<file path="src/rtl/dpll_pkg.sv">
package dpll_pkg;

    localparam int unsigned OSR       = 3;
    localparam int unsigned DEF_NBITS = 4;
    localparam int unsigned DEF_RUN   = 4;

    typedef enum logic [2:0] {
        PH_EARLY = 3'b100,
        PH_MID   = 3'b010,
        PH_LATE  = 3'b001
    } phase_e;

    typedef struct packed {
        logic up;
        logic dn;
    } vote_t;

    // g = {first, middle, last} sample of one group
    function automatic vote_t judge(input logic [2:0] g);
        vote_t v;
        v.up = (g == 3'b011) || (g == 3'b100);
        v.dn = (g == 3'b001) || (g == 3'b110);
        return v;
    endfunction

    function automatic phase_e rot_up(input phase_e p);
        case (p)
            PH_EARLY: return PH_MID;
            PH_MID:   return PH_LATE;
            default:  return PH_EARLY;
        endcase
    endfunction

    function automatic phase_e rot_dn(input phase_e p);
        case (p)
            PH_LATE:  return PH_MID;
            PH_MID:   return PH_EARLY;
            default:  return PH_LATE;
        endcase
    endfunction

endpackage

</file>
<file path="src/rtl/dpll_window.sv">
module dpll_window
    import dpll_pkg::*;
#(
    parameter int unsigned NBITS = DEF_NBITS
) (
    input  logic [OSR*NBITS-1:0] cur,
    input  logic                 sp,
    input  logic                 sn,
    input  phase_e               phase,
    output logic [OSR*NBITS-1:0] aligned
);
    localparam int unsigned W = OSR * NBITS;

    always_comb begin
        case (phase)
            PH_EARLY: aligned = {cur[W-2:0], sp};
            PH_LATE:  aligned = {sn, cur[W-1:1]};
            default:  aligned = cur;
        endcase
    end
endmodule

</file>
<file path="src/rtl/dpll_detect.sv">
module dpll_detect
    import dpll_pkg::*;
#(
    parameter int unsigned NBITS = DEF_NBITS
) (
    input  logic [OSR*NBITS-1:0] aligned,
    output logic                 upf,
    output logic                 dnf
);
    localparam int unsigned CW  = $clog2(NBITS + 1);
    localparam int unsigned MAJ = NBITS / 2;

    logic [NBITS-1:0] up_bits, dn_bits;
    logic [CW-1:0]    n_up, n_dn;

    for (genvar n = 0; n < NBITS; n++) begin : g_cell
        vote_t v;
        assign v = judge({aligned[OSR*n], aligned[OSR*n+1], aligned[OSR*n+2]});
        assign up_bits[n] = v.up;
        assign dn_bits[n] = v.dn;
    end

    always_comb begin
        n_up = '0;
        n_dn = '0;
        for (int i = 0; i < NBITS; i++) begin
            n_up = n_up + CW'(up_bits[i]);
            n_dn = n_dn + CW'(dn_bits[i]);
        end
    end

    assign upf = (n_up >= CW'(MAJ));
    assign dnf = (n_dn >= CW'(MAJ));
endmodule

</file>
<file path="src/rtl/dpll_filter.sv">
module dpll_filter
    import dpll_pkg::*;
#(
    parameter int unsigned RUN = DEF_RUN
) (
    input  logic clk,
    input  logic rst,
    input  logic upf,
    input  logic dnf,
    output logic upt,
    output logic dnt,
    output logic hold
);
    localparam int unsigned CW = (RUN > 1) ? $clog2(RUN) : 1;

    logic [CW-1:0] up_cnt, dn_cnt;
    logic          up_only, dn_only;

    assign up_only = upf & ~dnf;
    assign dn_only = dnf & ~upf;
    assign upt     = up_only && (up_cnt == CW'(RUN - 1));
    assign dnt     = dn_only && (dn_cnt == CW'(RUN - 1));
    assign hold    = ~(upt | dnt);

    always_ff @(posedge clk) begin
        if (rst || upt || dnt) begin
            up_cnt <= '0;
            dn_cnt <= '0;
        end else begin
            up_cnt <= up_only ? up_cnt + 1'b1 : '0;
            dn_cnt <= dn_only ? dn_cnt + 1'b1 : '0;
        end
    end

    // requests are exclusive
    p_excl_req_r7: assert property (@(posedge clk) disable iff (rst)
        !(upt && dnt));
    // an up request closes a run of at least two one-sided cycles
    p_up_run_r7: assert property (@(posedge clk) disable iff (rst)
        upt |-> (upf && !dnf && $past(upf && !dnf)));
    // same for down
    p_dn_run_r7: assert property (@(posedge clk) disable iff (rst)
        dnt |-> (dnf && !upf && $past(dnf && !upf)));
    // a request is never followed at once by another
    p_clear_after_fire_r9: assert property (@(posedge clk) disable iff (rst)
        (upt || dnt) |=> hold);
endmodule

</file>
<file path="src/rtl/dpll_phase_fsm.sv">
module dpll_phase_fsm
    import dpll_pkg::*;
(
    input  logic   clk,
    input  logic   rst,
    input  logic   upt,
    input  logic   dnt,
    output phase_e phase
);
    always_ff @(posedge clk) begin
        if (rst)       phase <= PH_MID;
        else if (upt)  phase <= rot_up(phase);
        else if (dnt)  phase <= rot_dn(phase);
    end

    p_onehot_r2: assert property (@(posedge clk) disable iff (rst)
        $countones(phase) == 1);
    p_rot_up_r8: assert property (@(posedge clk) disable iff (rst)
        upt |=> phase == {$past(phase[0]), $past(phase[2:1])});
    p_rot_dn_r8: assert property (@(posedge clk) disable iff (rst)
        dnt |=> phase == {$past(phase[1:0]), $past(phase[2])});
    p_hold_keeps_r8: assert property (@(posedge clk) disable iff (rst)
        (!upt && !dnt) |=> $stable(phase));
    p_reset_mid_r10: assert property (@(posedge clk)
        rst |=> phase == PH_MID);
endmodule

</file>
<file path="src/rtl/dpll_cdr.sv">
module dpll_cdr
    import dpll_pkg::*;
#(
    parameter int unsigned NBITS = DEF_NBITS,
    parameter int unsigned RUN   = DEF_RUN
) (
    input  logic                 clk,
    input  logic                 rst,
    input  logic [OSR*NBITS-1:0] samp_i,
    output logic [NBITS-1:0]     data_o,
    output logic [2:0]           phase_o,
    output logic                 up_o,
    output logic                 dn_o,
    output logic                 hold_o
);
    localparam int unsigned W = OSR * NBITS;

    logic [W-1:0] cur_q, aligned;
    logic         prev_last_q;
    logic         upf, dnf;
    phase_e       phase;

    always_ff @(posedge clk) begin
        if (rst) begin
            cur_q       <= '0;
            prev_last_q <= 1'b0;
        end else begin
            cur_q       <= samp_i;
            prev_last_q <= cur_q[W-1];
        end
    end

    dpll_window #(.NBITS(NBITS)) u_win (
        .cur(cur_q), .sp(prev_last_q), .sn(samp_i[0]),
        .phase(phase), .aligned(aligned)
    );

    dpll_detect #(.NBITS(NBITS)) u_det (
        .aligned(aligned), .upf(upf), .dnf(dnf)
    );

    dpll_filter #(.RUN(RUN)) u_flt (
        .clk(clk), .rst(rst), .upf(upf), .dnf(dnf),
        .upt(up_o), .dnt(dn_o), .hold(hold_o)
    );

    dpll_phase_fsm u_fsm (
        .clk(clk), .rst(rst), .upt(up_o), .dnt(dn_o), .phase(phase)
    );

    for (genvar k = 0; k < NBITS; k++) begin : g_pick
        assign data_o[k] = aligned[OSR*k+1];
    end

    assign phase_o = phase;

    // unshifted window hands out the middle held samples
    p_mid_pick_r1: assert property (@(posedge clk) disable iff (rst)
        (phase == PH_MID) |-> (data_o[0] == cur_q[1] && data_o[NBITS-1] == cur_q[W-2]));
endmodule

</file>
<file path="config.mk">
export PLATFORM = sky130hd
export DESIGN_NAME = dpll_cdr
export DESIGN_NICKNAME = d
export VERILOG_FILES = /design/src/rtl/dpll_pkg.sv /design/src/rtl/dpll_window.sv /design/src/rtl/dpll_detect.sv /design/src/rtl/dpll_filter.sv /design/src/rtl/dpll_phase_fsm.sv /design/src/rtl/dpll_cdr.sv
export SDC_FILE = /design/constraint.sdc
export NUM_CORES = 1
export LEC_CHECK = 0
export ABC_AREA = 1
export BUFFER_PORTS_ARGS = -buffer_cell sky130_fd_sc_hd__buf_2
export CORE_UTILIZATION = 40
export DETAILED_ROUTE_END_ITERATION = 7
export PLACE_DENSITY = 0.58
export SKIP_LAST_GASP = 1
export SLEW_MARGIN = 5
export SYNTH_ARGS = -nofsm -noshare
export SYNTH_HDL_FRONTEND = slang
export SYNTH_SLANG_ARGS = --single-unit
</file>
<file path="constraint.sdc">
create_clock -name clk -period 3.06 [get_ports clk]
set_input_delay 0.306 -clock clk [delete_from_list [all_inputs] [get_ports clk]]
set_output_delay 0.306 -clock clk [all_outputs]
set_load 0.005 [all_outputs]
</file>
Yosys cells after proc, flatten, opt, wreduce, memory -nomap -nowiden --
Index checks and enable logic that the tools add are counted.
Storage, ports and cells: register bits after elaboration 20, bits in latches 0, bits in writable memories 0, ROM bits 0, input bits 14, output and inout bits 10, word-level logic and storage cells 64, memories kept 0
Operators by class: add/subtract/negate cells 8, $mul 0, divide/modulo/power cells 0, magnitude comparators 2, equal/unequal tests 21, shift operators 0, multiplexer cells 5, bitwise gates (word level) 8, reductions and logical operators 15
Operators with widths (number):
- $eq 3x3->1 const B | 9
- $pmux 12 s2 | 1
- $eq 3x1->1 const B | 5
- $eq 3x2->1 const B | 5
- $add 3x1->3 | 4
- $pmux 3 s2 | 2
- $logic_or 1x1->1 | 10
- $ge 3x2->1 const B | 2
- $mux 3 | 2
- $not 1->1 | 5
- $add 1x1->2 | 2
- $add 2x1->2 const B | 2
- $eq 2x2->1 const B | 2
- $reduce_or 2->1 | 2
- $and 1x1->1 | 2
- $logic_and 1x1->1 | 2
- $reduce_bool 2->1 | 1
- $or 1x1->1 | 1

Depth between registers and ports, before layout --
depth in word-level cells 14, depth in mapped cells 22, gate-level depth less buffers 21

Hierarchy --
Synthesis repeated with hierarchy kept, for this count alone.
Unflattened totals: cell total of the unflattened synthesis 189, area, all modules 1392.6 um2
Modules (own cells, without submodules):
- dpll_window | instances 1, cells an instance 60, area each 437.9 um2, sequential area each 0.0 um2
- dpll_cdr | instances 1, cells an instance 40, area each 369.1 um2, sequential area each 260.2 um2
- dpll_detect | instances 1, cells an instance 35, area each 220.2 um2, sequential area each 0.0 um2
- dpll_filter | instances 1, cells an instance 27, area each 191.4 um2, sequential area each 80.1 um2
- dpll_phase_fsm | instances 1, cells an instance 27, area each 173.9 um2, sequential area each 60.1 um2

Least setup slack after synthesis --
OpenSTA, ideal clock, no wires.
kind flip-flop to output port, start point reg u_fsm.phase[2], end point out hold_o, arrival 2561 ps, data required time 2754 ps, setup slack 193 ps, cell stages (with the launch flop) 19, buffers on the path 2, cell sequence dfxtp_1 > buf_4 > inv_2 > nand3_2 > buf_6 > inv_4 > a221oi_1 > inv_1 > o21ai_0 > a21oi_1 > ha_1 > ha_1 > inv_1 > a21oi_1 > nand2_1 > nand2_1 > nand3_2 > nand2_4 > inv_2
On the way: longest elaborated chain between the ends 13, elaborated cells on any way between the ends 43, those cells by class 6 x add/sub; 2 x order compare; 18 x eq/ne; 1 x mux; 6 x bitwise; 10 x reduce/logical
Ends and longest elaborated chain:
- start, declared | RTL line dpll_phase_fsm.sv:8 | output phase_e phase
- start signal, assigned | RTL line dpll_phase_fsm.sv:12 | else if (upt) phase <= rot_up(phase);
- start signal, assigned | RTL line dpll_phase_fsm.sv:13 | else if (dnt) phase <= rot_dn(phase);
- $eq 3x1->1 or $eq 3x3->1 (tied branches) | RTL line dpll_window.sv:15 | case (phase)
- $pmux 12 s2 (*) | RTL line dpll_window.sv:15
- net data_o[0] | RTL line dpll_cdr.sv:10 | output logic [NBITS-1:0] data_o,
- $eq 3x1->1 (tied with other cells) | RTL line dpll_pkg.sv:22 | v.dn = (g == 3'b001) || (g == 3'b110);
- $logic_or 1x1->1 (on tied branches) | RTL line dpll_pkg.sv:22, dpll_pkg.sv:21
- $add 1x1->2 (on tied branches) | RTL line dpll_detect.sv:28, dpll_detect.sv:27
- $add 3x1->3 (on tied branches) (2 in series) | RTL line dpll_detect.sv:28, dpll_detect.sv:27
- $ge 3x2->1 (on tied branches) | RTL line dpll_detect.sv:33, dpll_detect.sv:32
- $not 1->1 (on tied branches) | RTL line dpll_filter.sv:19, dpll_filter.sv:20
- $and 1x1->1 (on tied branches) | RTL line dpll_filter.sv:19, dpll_filter.sv:20
- $logic_and 1x1->1 (on tied branches) | RTL line dpll_filter.sv:21, dpll_filter.sv:22
- $or 1x1->1 (*) | RTL line dpll_filter.sv:23 | assign hold = ~(upt | dnt);
- $not 1->1 (*) | RTL line dpll_filter.sv:23
- end, declared | RTL line dpll_cdr.sv:14 | output logic hold_o
Mark *: on every way through the listed nets, which the timed path passes. The rest lies on a longest branch.

Final worst setup path --
start point reg u_fsm.phase[1], end point out hold_o
On the way: longest elaborated chain between the ends 13, elaborated cells on any way between the ends 43, those cells by class 6 x add/sub; 2 x order compare; 18 x eq/ne; 1 x mux; 6 x bitwise; 10 x reduce/logical
Ends and longest elaborated chain (RTL line):
- $eq 3x1->1 or $eq 3x3->1 (tied branches) | dpll_window.sv:15
- $pmux 12 s2 (*) | dpll_window.sv:15
- $eq 3x1->1 (tied with other cells) | dpll_pkg.sv:22
- $logic_or 1x1->1 (on tied branches) | dpll_pkg.sv:22, dpll_pkg.sv:21
- $add 1x1->2 (on tied branches) | dpll_detect.sv:28, dpll_detect.sv:27
- $add 3x1->3 (on tied branches) (2 in series) | dpll_detect.sv:28, dpll_detect.sv:27
- $ge 3x2->1 (on tied branches) | dpll_detect.sv:33, dpll_detect.sv:32
- $not 1->1 (on tied branches) | dpll_filter.sv:19, dpll_filter.sv:20
- $and 1x1->1 (on tied branches) | dpll_filter.sv:19, dpll_filter.sv:20
- $logic_and 1x1->1 (on tied branches) | dpll_filter.sv:21, dpll_filter.sv:22
- $or 1x1->1 (*) | dpll_filter.sv:23
- $not 1->1 (*) | dpll_filter.sv:23
Mark *: on every way between the ends. The rest lies on a longest branch, timed or not.

==> reports/qor.csv <==
metric;value;unit
cp-start-kind;flop;
holdWs;199;ps
core-area;0.00305;mm2
switching_share;29.4;%
start_util;42.5;%
fmax;0.318;GHz
powerDensity;301;mW/mm2
dp_cells;264;
grt_pass1_vias;1280;
power_frac_comb;28.4;%
cts_tree;built;
ir_worst_vdd;0.000211;V
grt_pass1_wl;5.13;mm
synth-xor-area-share;0;%
setup_viol;3;
violations;setup timing;
synthMuxAreaShare;0.772;%
vias;1429;
final.setup_skew;1.62;ps
drc;0;
boundaryPins;24;
final_cells;292;
cts.sink_count;20;
layout-drive-gt1-share;46.0;%
synth_flop_cell;dfxtp_1;
synth-adder-area-share;5.79;%
synth_seq_cells;20;
syn_nets;211;
synth-simple-area-share;36.0;%
hp-class;in2reg;
first_pass_iters;5;
numCtsBuffers;3;
async_flop_share;0;%
arrival;2840;ps
die_y;58.9;um
wirelength;3.44;mm
path_clk_slew;110;ps
period_minus_slack;3150;ps
p_int;425;uW
p_sw;177;uW
routedWlPerCell;11.8;um
yosysTopAreaCell;dfxtp_1;
ant_nets;0;
grt_antenna_before_repair;0;
ys_top_cells_by_count;inv_1 (35), nor2_1 (34), nand2_1 (31);
rsz0062_at_grt;yes;
required;2750;ps
setup_slack;-88.1;ps
synth_top_family_by_area;simple AND/OR/NAND/NOR gates;
status;finished, violations left;
path_class;reg2out;
synth-compound-area-share;12.2;%
synth-edff-count;0;
maxCapViolCount;0;
finalCritPeriodShare;103;%
clock_path_buffers;2;
area_growth;54.3;%
synth.distinct_cells;27;
grt_max_degree;17;
die_w;58.9;um
grt_overflow;0;
power;602;uW
dp_hpwl;2.30;mm
seqPwrFrac;46.6;%
crit_fanout;6;
grt_use_total;19.4;%
p_clk_share;25.0;%
fp.dieArea;0.00347;mm2
maxSlewViolCount;0;
ctsHtreeMaxLevel;1;
nets;269;
nFillCells;274;
critPathCaptureType;output pin;
synth_top_area_share;30.9;%
hold_viol_final;0;
drt-initial-drc-count;50;
syn-cell-area;0.00130;mm2
antennaDiodeCount;0;
ys_seq_area_share;30.9;%
synthTopCellsByArea;dfxtp_1 (31%), inv_1 (10%), nor2_1 (9.8%);
yosysMostFrequentCell;inv_1;
place_ws;27.3;ps
syn_inst;191;
yosysWarnings;0;
worst_pin_slew;356;ps
via_per_inst;4.89;
gp_congestion;0.894;
num_rows;20;
slew-limit-headroom;76.2;%
syn_avg_cell_area;6.79;um2
fin_tns_setup;-158;ps
power.leakage;0.00103;uW
clock_latency;300;ps
portBuffers;23;
cts_root_buf;clkbuf_4;
cell type report:
| cell class | instances | area, um2 | area share, % |
|---|---|---|---|
| flip-flops and latches | 20 | 412 | 20.6 |
| repair buffers | 57 | 402 | 20.1 |
| clock buffers | 4 | 36.3 | 1.81 |
| inverters | 42 | 173 | 8.63 |
| well taps | 44 | 55.1 | 2.75 |
| multi-input cells | 125 | 923 | 46.2 |
worst paths after layout:
| path | startpoint | depth (start not counted) | end | slack, ps |
|---|---|---|---|---|
| hold / removal | samp_i[9] | 3 | cur_q[9] | 200 |
| hold reg to reg | u_flt.up_cnt[0] | 1 | u_flt.up_cnt[0] | 430 |
| setup / recovery | u_fsm.phase[1] | 18 | hold_o | -90 |
| setup reg to reg | u_fsm.phase[1] | 21 | u_fsm.phase[2] | 80 |
critical path, cell delays in order (launching register included):
cell      delay, ps
dfxtp_4         380
inv_4            70
nand3_4         120
inv_4           100
buf_6           110
nand2_2          40
o211ai_1        150
mux2i_1         330
o21a_1          200
ha_4            210
ha_4            260
nand2_4          50
inv_2            50
nand2_2          50
nand2_4          80
nand3_4         110
nand2_4          80
inv_2            40
buf_6           100
per-stage QoR:
step                util, %  area, um2
floorplan                 -       1300
global placement       49.6       1520
detailed placement     49.6       1520
CTS                    55.1       1680
global route           65.5       2000
finish                 65.5       2000
cells by family after synthesis:
family          after synthesis
flops                        20
buf+inv                      46
mux                           1
fa+ha+maj                     6
compound gates               25
simple gates                 93
routing by layer:
layer	part of all wire (%)	GRT usage, %	up-vias
met5	0	0	-
met4	2.5	9.86	0
li1	-	-	714
met1	43	24.4	664
met3	3.9	2.64	10
met2	51	32.5	41
repair_timing:
item | in CTS | in global routing
endpoints found under the hold margin | 0 | 0
endpoints found under the setup margin | 3 | 9
pin swaps | 7 | 19
setup buffers | 12 | 12
resized for setup | 15 | 43
hold buffers | 0 | 0
layout by cell type, fill, tap and decap left out, types with 2 or more instances in the layout:
cell / synthesis / final
nand2_1: 31 / 27
o21a_1: 3 / 3
nand2_2: 2 / 4
dfxtp_1: 20 / 17
nand3_4: 1 / 3
buf_4: 1 / 29
a221oi_2: 0 / 3
nand4_1: 2 / 2
ha_4: 0 / 4
clkbuf_4: 0 / 3
a21oi_1: 8 / 3
buf_6: 1 / 7
buf_2: 0 / 21
ha_1: 6 / 2
inv_2: 6 / 6
inv_4: 1 / 3
inv_1: 35 / 32
nand3_2: 5 / 3
nand2_4: 3 / 3
a21oi_2: 0 / 4
dfxtp_4: 0 / 3
nand3_1: 10 / 10
o21ai_0: 4 / 3
nor2_1: 34 / 30
nor2_4: 3 / 6
nand2_8: 0 / 2
nor2_2: 2 / 3
registers in the layout, indices dropped and copies added, names as in the netlist:
name and count:
u_flt.up_cnt 2, cur_q 12, prev_last_q 1, u_flt.dn_cnt 2, u_fsm.phase 3
power groups by stage:
| stage | combinational (uW) | clock [uW] | sequential (uW) |
|---|---|---|---|
| after global placement | 106 | 0 | 286 |
| final | 171 | 151 | 280 |
| after global routing | 190 | 169 | 282 |
| after detailed placement | 109 | 0 | 287 |
| after CTS | 126 | 155 | 280 |
| after floorplan | 81.5 | 0 | 284 |
Power figures use the tool's default switching activity.
